<file path="config.mk">
export PLATFORM = sky130hd
export DESIGN_NAME = ctrlword_row_seq
export DESIGN_NICKNAME = d
export VERILOG_FILES = /design/src/rtl/cwrs_pkg.sv /design/src/rtl/cw_decode.sv /design/src/rtl/row_walker.sv /design/src/rtl/seq_ctrl.sv /design/src/rtl/ctrlword_row_seq.sv
export SDC_FILE = /design/constraint.sdc
export NUM_CORES = 1
export LEC_CHECK = 0
export ABC_CLOCK_PERIOD_IN_PS = 1900
export CAP_MARGIN = 5
export CORE_AREA = 2 2 310 312
export DETAILED_ROUTE_END_ITERATION = 6
export DIE_AREA = 0 0 312 314
export GPL_TIMING_DRIVEN = 1
export PLACE_DENSITY = 0.3
export SLEW_MARGIN = 5
export SYNTH_ARGS = -nofsm -noshare
export SYNTH_HDL_FRONTEND = slang
export SYNTH_SLANG_ARGS = --single-unit
export TNS_END_PERCENT = 30
</file>
<file path="constraint.sdc">
create_clock -name clk -period 1.9 [get_ports clk]
set_clock_uncertainty 0.1 [all_clocks]
set_input_delay 0.19 -clock clk [delete_from_list [all_inputs] [get_ports clk]]
set_output_delay 0.19 -clock clk [all_outputs]
set_load 0.01 [all_outputs]
</file>
<file path="src/rtl/cwrs_pkg.sv">
package cwrs_pkg;

    localparam int CW_W     = 192;
    localparam int CNT_FW   = 9;
    localparam int BLK_FW   = 4;
    localparam int SEG_FW   = 2;
    localparam int OP_FW    = 3;

    localparam logic [OP_FW-1:0] OP_LOAD  = 3'd0;
    localparam logic [OP_FW-1:0] OP_CLEAR = 3'd1;
    localparam logic [OP_FW-1:0] OP_SET   = 3'd2;

    typedef struct packed {
        logic [7:0]        hdr;
        logic [BLK_FW-1:0] blk;
        logic [CNT_FW-1:0] rows;
        logic [SEG_FW-1:0] seg;
        logic              single;
        logic [OP_FW-1:0]  op;
        logic              flip;
    } cw_fields_t;

    typedef enum logic [1:0] {
        ST_IDLE = 2'd0,
        ST_LOAD = 2'd1,
        ST_CMD  = 2'd2
    } seq_state_t;

    function automatic cw_fields_t cw_extract(input logic [CW_W-1:0] w);
        cw_fields_t f;
        f.hdr    = w[7:0];
        f.blk    = w[11:8];
        f.rows   = w[24:16];
        f.seg    = w[29:28];
        f.single = w[30];
        f.op     = w[34:32];
        f.flip   = w[36];
        return f;
    endfunction

endpackage

</file>
<file path="src/rtl/cw_decode.sv">
module cw_decode
    import cwrs_pkg::*;
#(
    parameter int ROWS = 136
) (
    input  logic [CW_W-1:0] word,
    output cw_fields_t      fields,
    output logic            hdr_ok,
    output logic            legal,
    output logic            is_load,
    output logic            is_fill
);
    localparam logic [CNT_FW-1:0] MAX_ROWS = CNT_FW'(ROWS);

    logic count_ok;
    logic unused_bits;

    assign unused_bits = ^{word[CW_W-1:37], word[35], word[31], word[27:25], word[15:12]};

    always_comb begin
        fields   = cw_extract(word);
        hdr_ok   = (fields.hdr == 8'h00);
        count_ok = (fields.rows != '0) && (fields.rows <= MAX_ROWS);
        is_load  = (fields.op == OP_LOAD);
        is_fill  = (fields.op == OP_SET);
        unique case (fields.op)
            OP_LOAD:           legal = count_ok;
            OP_CLEAR, OP_SET:  legal = 1'b1;
            default:           legal = 1'b0;
        endcase
    end

endmodule

</file>
<file path="src/rtl/row_walker.sv">
module row_walker #(
    parameter int ROWS  = 136,
    parameter int ROW_W = $clog2(ROWS + 1)
) (
    input  logic             clk,
    input  logic             rst,
    input  logic             start,
    input  logic             flip,
    input  logic [ROW_W-1:0] count,
    input  logic             step,
    output logic [ROW_W-1:0] addr,
    output logic             last
);
    localparam logic [ROW_W-1:0] TOP_ROW = ROW_W'(ROWS);
    localparam logic [ROW_W-1:0] ONE     = ROW_W'(1);

    logic [ROW_W-1:0] left;
    logic             down;

    always_ff @(posedge clk) begin
        if (rst) begin
            addr <= '0;
            left <= '0;
            down <= 1'b0;
        end else if (start) begin
            addr <= flip ? TOP_ROW : ONE;
            left <= count;
            down <= flip;
        end else if (step) begin
            addr <= down ? (addr - ONE) : (addr + ONE);
            left <= left - ONE;
        end
    end

    assign last = (left == ONE);

endmodule

</file>
<file path="src/rtl/seq_ctrl.sv">
module seq_ctrl
    import cwrs_pkg::*;
(
    input  logic clk,
    input  logic rst,
    input  logic take,
    input  logic legal,
    input  logic is_load,
    input  logic row_avail,
    input  logic last,
    output logic ready,
    output logic start_load,
    output logic step,
    output logic cmd_active,
    output logic done,
    output logic err
);
    seq_state_t st;

    assign ready      = (st == ST_IDLE);
    assign start_load = take && legal && is_load;
    assign step       = (st == ST_LOAD) && row_avail;
    assign cmd_active = (st == ST_CMD);

    always_ff @(posedge clk) begin
        if (rst) begin
            st   <= ST_IDLE;
            done <= 1'b0;
            err  <= 1'b0;
        end else begin
            done <= 1'b0;
            err  <= 1'b0;
            unique case (st)
                ST_IDLE: begin
                    if (take) begin
                        if (!legal)       err <= 1'b1;
                        else if (is_load) st  <= ST_LOAD;
                        else              st  <= ST_CMD;
                    end
                end
                ST_LOAD: begin
                    if (row_avail && last) begin
                        st   <= ST_IDLE;
                        done <= 1'b1;
                    end
                end
                ST_CMD: begin
                    st   <= ST_IDLE;
                    done <= 1'b1;
                end
                default: st <= ST_IDLE;
            endcase
        end
    end

endmodule

</file>
<file path="src/rtl/ctrlword_row_seq.sv">
module ctrlword_row_seq
    import cwrs_pkg::*;
#(
    parameter int ROWS    = 136,
    parameter int NUM_AUX = 3,
    parameter int ROW_W   = $clog2(ROWS + 1)
) (
    input  logic                    clk,
    input  logic                    rst,
    input  logic                    ch0_valid,
    input  logic [CW_W-1:0]         ch0_data,
    output logic                    ch0_ready,
    input  logic [NUM_AUX-1:0]      aux_valid,
    input  logic [NUM_AUX*CW_W-1:0] aux_data,
    output logic [NUM_AUX-1:0]      aux_ready,
    input  logic                    row_avail,
    output logic                    row_wr,
    output logic [ROW_W-1:0]        row_addr,
    output logic [BLK_FW-1:0]       blk_addr,
    output logic                    blk_cmd_valid,
    output logic                    blk_cmd_fill,
    output logic [SEG_FW-1:0]       seg_sel,
    output logic                    single_ch,
    output logic                    done,
    output logic                    err
);
    cw_fields_t f;
    logic hdr_ok, legal, is_load, is_fill;
    logic take, start_load, last;
    logic unused_aux;

    assign unused_aux = ^{aux_valid, aux_data};

    generate
        for (genvar i = 0; i < NUM_AUX; i++) begin : g_aux
            assign aux_ready[i] = 1'b1;
        end
    endgenerate

    cw_decode #(.ROWS(ROWS)) u_dec (
        .word    (ch0_data),
        .fields  (f),
        .hdr_ok  (hdr_ok),
        .legal   (legal),
        .is_load (is_load),
        .is_fill (is_fill)
    );

    assign take = ch0_valid && ch0_ready && hdr_ok;

    seq_ctrl u_ctl (
        .clk        (clk),
        .rst        (rst),
        .take       (take),
        .legal      (legal),
        .is_load    (is_load),
        .row_avail  (row_avail),
        .last       (last),
        .ready      (ch0_ready),
        .start_load (start_load),
        .step       (row_wr),
        .cmd_active (blk_cmd_valid),
        .done       (done),
        .err        (err)
    );

    row_walker #(.ROWS(ROWS), .ROW_W(ROW_W)) u_walk (
        .clk   (clk),
        .rst   (rst),
        .start (start_load),
        .flip  (f.flip),
        .count (f.rows[ROW_W-1:0]),
        .step  (row_wr),
        .addr  (row_addr),
        .last  (last)
    );

    always_ff @(posedge clk) begin
        if (rst) begin
            blk_addr     <= '0;
            seg_sel      <= '0;
            single_ch    <= 1'b0;
            blk_cmd_fill <= 1'b0;
        end else if (take && legal) begin
            blk_addr     <= f.blk;
            seg_sel      <= f.single ? f.seg : '0;
            single_ch    <= f.single;
            blk_cmd_fill <= is_fill;
        end
    end

endmodule

</file>
==> metrics.yaml, run 1 <==
global_route:
  antenna_found_initial: 1
  grt_first_pass_wirelength_um: 11340
  grt_pass1_vias: 1870
  grt_usage_pct: 1.635
  grt_max_degree: 19
  grt-ovfl-total: 0
sta:
  worst_slew_pin_slew_ps: 512.4
  layout_min_cycle_time_ps: 1864
  grt_setup_unrepaired: "yes"
  maxSlewHeadroom_pct: 65.58
  timing.fmax_ghz: 0.5365
  hold_viol_final: 0
  setup_slack_ps: 36.05
  finalCritPeriodShare_pct: 98.10
  finalSetupViolations: 0
  slew_viol_final: 0
setup_path:
  critical_path.top_delay_family: "simple AND/OR/NAND/NOR gates"
  required_ps: 2060
  cp_data_arrival_time_ps: 2020
  slowest_delay_ps: 330
  crit_chain: "inv_1 > ha_2 > and2_4 > and4_4 > nand4_4 > buf_12 > mux2_4 > nor2_2"
  path_max_fanout: 15
  path_buf_inv: 2
  critPathKind: "reg2reg"
  slowest_stage: "dfxtp_2"
  worstSetupStartpointType: "flop"
  regToRegSetupSlack_ps: 40
  worst_setup_path_end_kind: "flop"
placed_design:
  gp_congestion: 0.6447
  place_hpwl_um: 6248
  io_buffers: 52
  place_ws_ps: -335.0
run_status:
  outcome: "finished clean"
route:
  drt_iter0_drc: 85
  drc: 0
  vias: 1842
  dr.pass1.iters: 4
  routed_wire_length_per_instance_um: 4.891
  vias_per_cell: 1.176
  drt-total-wl_um: 7660
  ant_nets: 0
clocking:
  cts_tree: "yes"
  clk_pin_slew_ps: 70
  ctsHoldBuffers: 0
  clockRootBuffer: "clkbuf_16"
  cts_setup_buffers: 0
  htreeDepth: 2
  clk_path_buf_depth: 2
  clock_latency_ps: 310
  clkSinkCount: 29
  cts_buffers: 5
synth:
  synth_edf_count: 0
  synth_top_area_cell: "dfxtp_1"
  syn_area_um2: 1797
  ys_types: 49
  avgSynthCellArea_um2: 8.722
  synth-seq-cells: 29
  yosys.area.top_type_share_pct: 32.31
  synth_area_leaders: "dfxtp_1 (32%), ha_1 (7.7%), a211oi_2 (4.9%), a21oi_1 (4.2%), nor2_1 (3.8%)"
  synth-main-ff-cell: "dfxtp_1"
  synth_common_cells: "dfxtp_1 (29), nor2_1 (18), a21oi_1 (15), nand2_1 (15), nand3_1 (13)"
  ys_warn_count: 0
  synthArstFlopShare_pct: 0
  synth-seq-area-share_pct: 32.31
  yosysMostFrequentCell: "dfxtp_1"
  synthCells: 206
die:
  core-area_um2: 94450
  die_w_um: 312
  die_area_um2: 97970
  die_y_um: 314
  ios: 799
  initial_core_util_pct: 1.902
  row_count: 113
power:
  leakage_uw: 0.001180
  peakVddDrop_mv: 0.2736
  power.total_uw: 1808
  power_density_nw_per_um2: 410.4
flow_run:
  maxCapViolCount: 0
min_path:
  hold_path_class: "in2reg"
finish:
  diodes: 0
  syn_to_final_growth_pct: 145.1
  final_util_pct: 4.663
  fin_nets: 1087
  layout-drive-gt1-share_pct: 27.57
-- worst register-to-register path: stages, from the launching register on --
cell	delay (ps)
dfxtp_2	330
inv_1	70
ha_2	200
and2_4	150
and4_4	260
nand4_4	120
buf_12	190
mux2_4	320
nor2_2	70
-- per-layer routing --
layer | GRT usage, % | wire, um | vias to the layer above
met4 | 0.9725 | 187 | 2
met1 | 1.996 | 3728 | 839
met2 | 2.187 | 3074 | 57
li1 | - | - | 934
met3 | 0.9420 | 659 | 10
met5 | 0 | 11 | -
-- where the power goes --
group          switching [uW]  leakage (uW)  internal (uW)
clock network             385     0.0000831            656
registers              0.0952      0.000235            607
logic                    68.9      0.000862           91.4
total                     454       0.00118           1350
-- registers in the layout (all words and copies together), names as in the netlist --
register / flops
seg_sel: 2
u_walk.addr: 8
blk_cmd_fill: 1
blk_addr: 4
u_ctl.err: 1
u_ctl.done: 1
u_ctl.st: 2
single_ch: 1
u_walk.left: 8
u_walk.down: 1
-- path summary, 6_finish.rpt --
| path | start | endpoint | cells past startpoint |
|---|---|---|---|
| hold / removal | ch0_data[10] | blk_addr[2] | 3 |
| hold reg to reg | blk_addr[1] | blk_addr[1] | 2 |
| setup reg to reg | u_ctl.st[0] | u_walk.addr[0] | 8 |
| setup / recovery | u_ctl.st[0] | u_walk.addr[0] | 8 |
-- layout by cell type, fill, tap and decap left out, drive strengths merged, types with 9 or more instances in the layout --
cell type,count
a211oi,9
a21oi,15
buf,44
clkdlybuf4s50,49
dfxtp,29
ha,11
nand2,15
nand3,13
nor2,19
o21ai,12
-- cell type report --
type	instances	area, um^2
Inverter	8	32.53
Clock buffer	6	138.9
Fill cell	11310	90040
Timing Repair Buffer	96	864.6
Multi-Input combinational cell	160	1162
Sequential cell	29	585.6
Clock inverter	2	37.54
Tap cell	1265	1583
-- timing repair --
action	in CTS	in global routing
gates resized for setup	11	12
pin swaps	0	4
endpoints found under the setup margin	19	14
-- cells by family (layout without fill, tap and decap cells) --
group,after synthesis,count (layout),synth area share (%)
compound gates,53,53,21.45
xor+xnor,13,13,6.337
fa+ha+maj,12,12,8.774
buf+inv,19,112,6.128
flops,29,29,32.31
mux,4,4,2.576
other cells,1,3,0.2087
simple gates,75,75,22.21
-- per-stage QoR --
stage | cells | hold slack (ps) | area, um^2 | setup TNS [ps]
finish | 1566 | 353.6 | 4404 | 0
floorplan | 208 | 233.8 | 1808 | 0
detailed placement | 1558 | 385.3 | 4174 | -6441
global route | 1566 | 387.3 | 4404 | -38.98
CTS | 1566 | 334.0 | 4364 | -15.49
global placement | 1558 | 372.9 | 4174 | -5033
Power figures use the tool's default switching activity.
==> inputs of run 2 (changes only) <==
--- a/config.mk
+++ b/config.mk
@@ -12,6 +12,7 @@
 export DIE_AREA = 0 0 312 314
 export GPL_TIMING_DRIVEN = 1
 export PLACE_DENSITY = 0.3
+export SKIP_CTS_REPAIR_TIMING = 1
 export SLEW_MARGIN = 5
 export SYNTH_ARGS = -nofsm -noshare
 export SYNTH_HDL_FRONTEND = slang
==> metrics.yaml, run 2 (same netlist as run 1, synthesis figures left out) <==
run_status:
  outcome: "complete, but fails checks"
  violations: "negative setup slack"
clocking:
  clk_path_buf_depth: 2
  clk_pin_slew_ps: 70
  cts_buffers: 5
  cts_tree: "yes"
  clock_latency_ps: 310
  clockRootBuffer: "clkbuf_16"
  clkSinkCount: 29
  htreeDepth: 2
sta:
  final.setup.tns_ps: -16.85
  layout_min_cycle_time_ps: 1917
  worst_slew_pin_slew_ps: 512.8
  slew_viol_final: 0
  finalCritPeriodShare_pct: 100.9
  maxSlewHeadroom_pct: 65.55
  grt_setup_unrepaired: "yes"
  timing.fmax_ghz: 0.5217
  hold_viol_final: 0
  setup_slack_ps: -16.85
  fin_hold_ws_ps: 355.0
  finalSetupViolations: 1
die:
  die_area_um2: 97970
  initial_core_util_pct: 1.902
  die_w_um: 312
  core-area_um2: 94450
  die_y_um: 314
  row_count: 113
  ios: 799
min_path:
  min-delay-start: "ch0_data[10]"
  hold_path_class: "in2reg"
setup_path:
  crit_chain: "inv_2 > ha_4 > and2_4 > and4_4 > nand4_4 > buf_12 > mux2_4 > nor2_2"
  required_ps: 2060
  slowest_delay_ps: 340
  path_max_fanout: 8
  rr_startpoint: "u_ctl.st[0]"
  worstSetupStartpointType: "flop"
  critPathKind: "reg2reg"
  r2r-end: "u_walk.addr[0]"
  cp-endpoint: "u_walk.addr[0]"
  slowest_stage: "dfxtp_2"
  cp-startpoint: "u_ctl.st[0]"
  worst_setup_path_end_kind: "flop"
  regToRegSetupSlack_ps: -20
  reg2reg_depth: 8
  cp_data_arrival_time_ps: 2070
finish:
  fillers: 11300
  fin_nets: 1090
  multi_input_area_um2: 1184
  reg_top3: "u_walk.addr x8, u_walk.left x8, blk_addr x4"
  seqCellArea_um2: 586.8
  diodes: 0
  final_common_cell: "clkdlybuf4s50_1"
  fin_cells: 1569
  layout-drive-gt1-share_pct: 29.28
  final_area_um2: 4471
  layout_common_cells: "clkdlybuf4s50_1 (50), buf_4 (45), dfxtp_1 (26)"
  syn_to_final_growth_pct: 148.8
power:
  leakage_uw: 0.001236
  peakVddDrop_mv: 0.2686
  power_density_nw_per_um2: 403.7
placed_design:
  place_ws_ps: -335.0
  place_hpwl_um: 6248
  io_buffers: 52
  gp_congestion: 0.6447
  postPlaceCellArea_um2: 4174
  dp_cells: 1558
global_route:
  grt_pass1_vias: 1874
  grt-ovfl-total: 0
  grt_max_degree: 19
  grt_usage_pct: 1.639
  antenna_found_initial: 1
  grt_first_pass_wirelength_um: 11370
route:
  drt_iter0_drc: 64
  drt-total-wl_um: 8088
  dr.pass1.iters: 4
  routed_wire_length_per_instance_um: 5.155
  ant_nets: 0
  vias: 1866
  vias_per_cell: 1.189
  drc: 0
flow_run:
  maxCapViolCount: 0
[run 2: worst min-delay path by stage]
| stage | end | slack, ps | depth (start not counted) |
|---|---|---|---|
| CTS | blk_addr[2] | 330 | 3 |
| floorplan | u_walk.down | 230 | 2 |
| global route | blk_addr[2] | 390 | 3 |
| detailed placement | blk_addr[1] | 390 | 2 |
| finish | blk_addr[2] | 360 | 3 |
| global placement | u_walk.addr[5] | 370 | 2 |
[run 2: area by class of cell]
cell class,instances,share of cell area (%)
repair buffers,99,20.32
flip-flops and latches,29,13.13
well taps,1265,35.40
clock inverters,2,0.8396
multi-input cells,160,26.48
clock buffers,6,3.107
inverters,8,0.7277
[run 2: critical path, delay by kind of cell (launching register included)]
family,cells,cell delay (ps)
adder cells (fa/ha/maj),1,140
buffers and inverters,2,300
flip-flops,1,340
multiplexers,1,300
AND/OR/NAND/NOR,4,670
[run 2: power by group]
part	switching [uW]	internal [uW]	leakage (uW)	total [uW]
Clock	376	656	0.0000831	1030
Combinational	72.3	94.0	0.000917	166
Sequential	0.103	607	0.000235	607
[run 2: stage by stage]
step | power, uW | utilization [%]
after floorplan | 666.3 | -
after global placement | 780.9 | 4.419
after detailed placement | 780.8 | 4.419
after CTS | 1869 | 4.606
after global routing | 1897 | 4.733
final | 1805 | 4.733
[run 2: routing by layer]
metal	track usage (%)	part of all wire (%)
met1	1.996	48
met2	2.202	41
met3	0.9420	8.4
met4	0.9725	2.3
met5	0	0.14
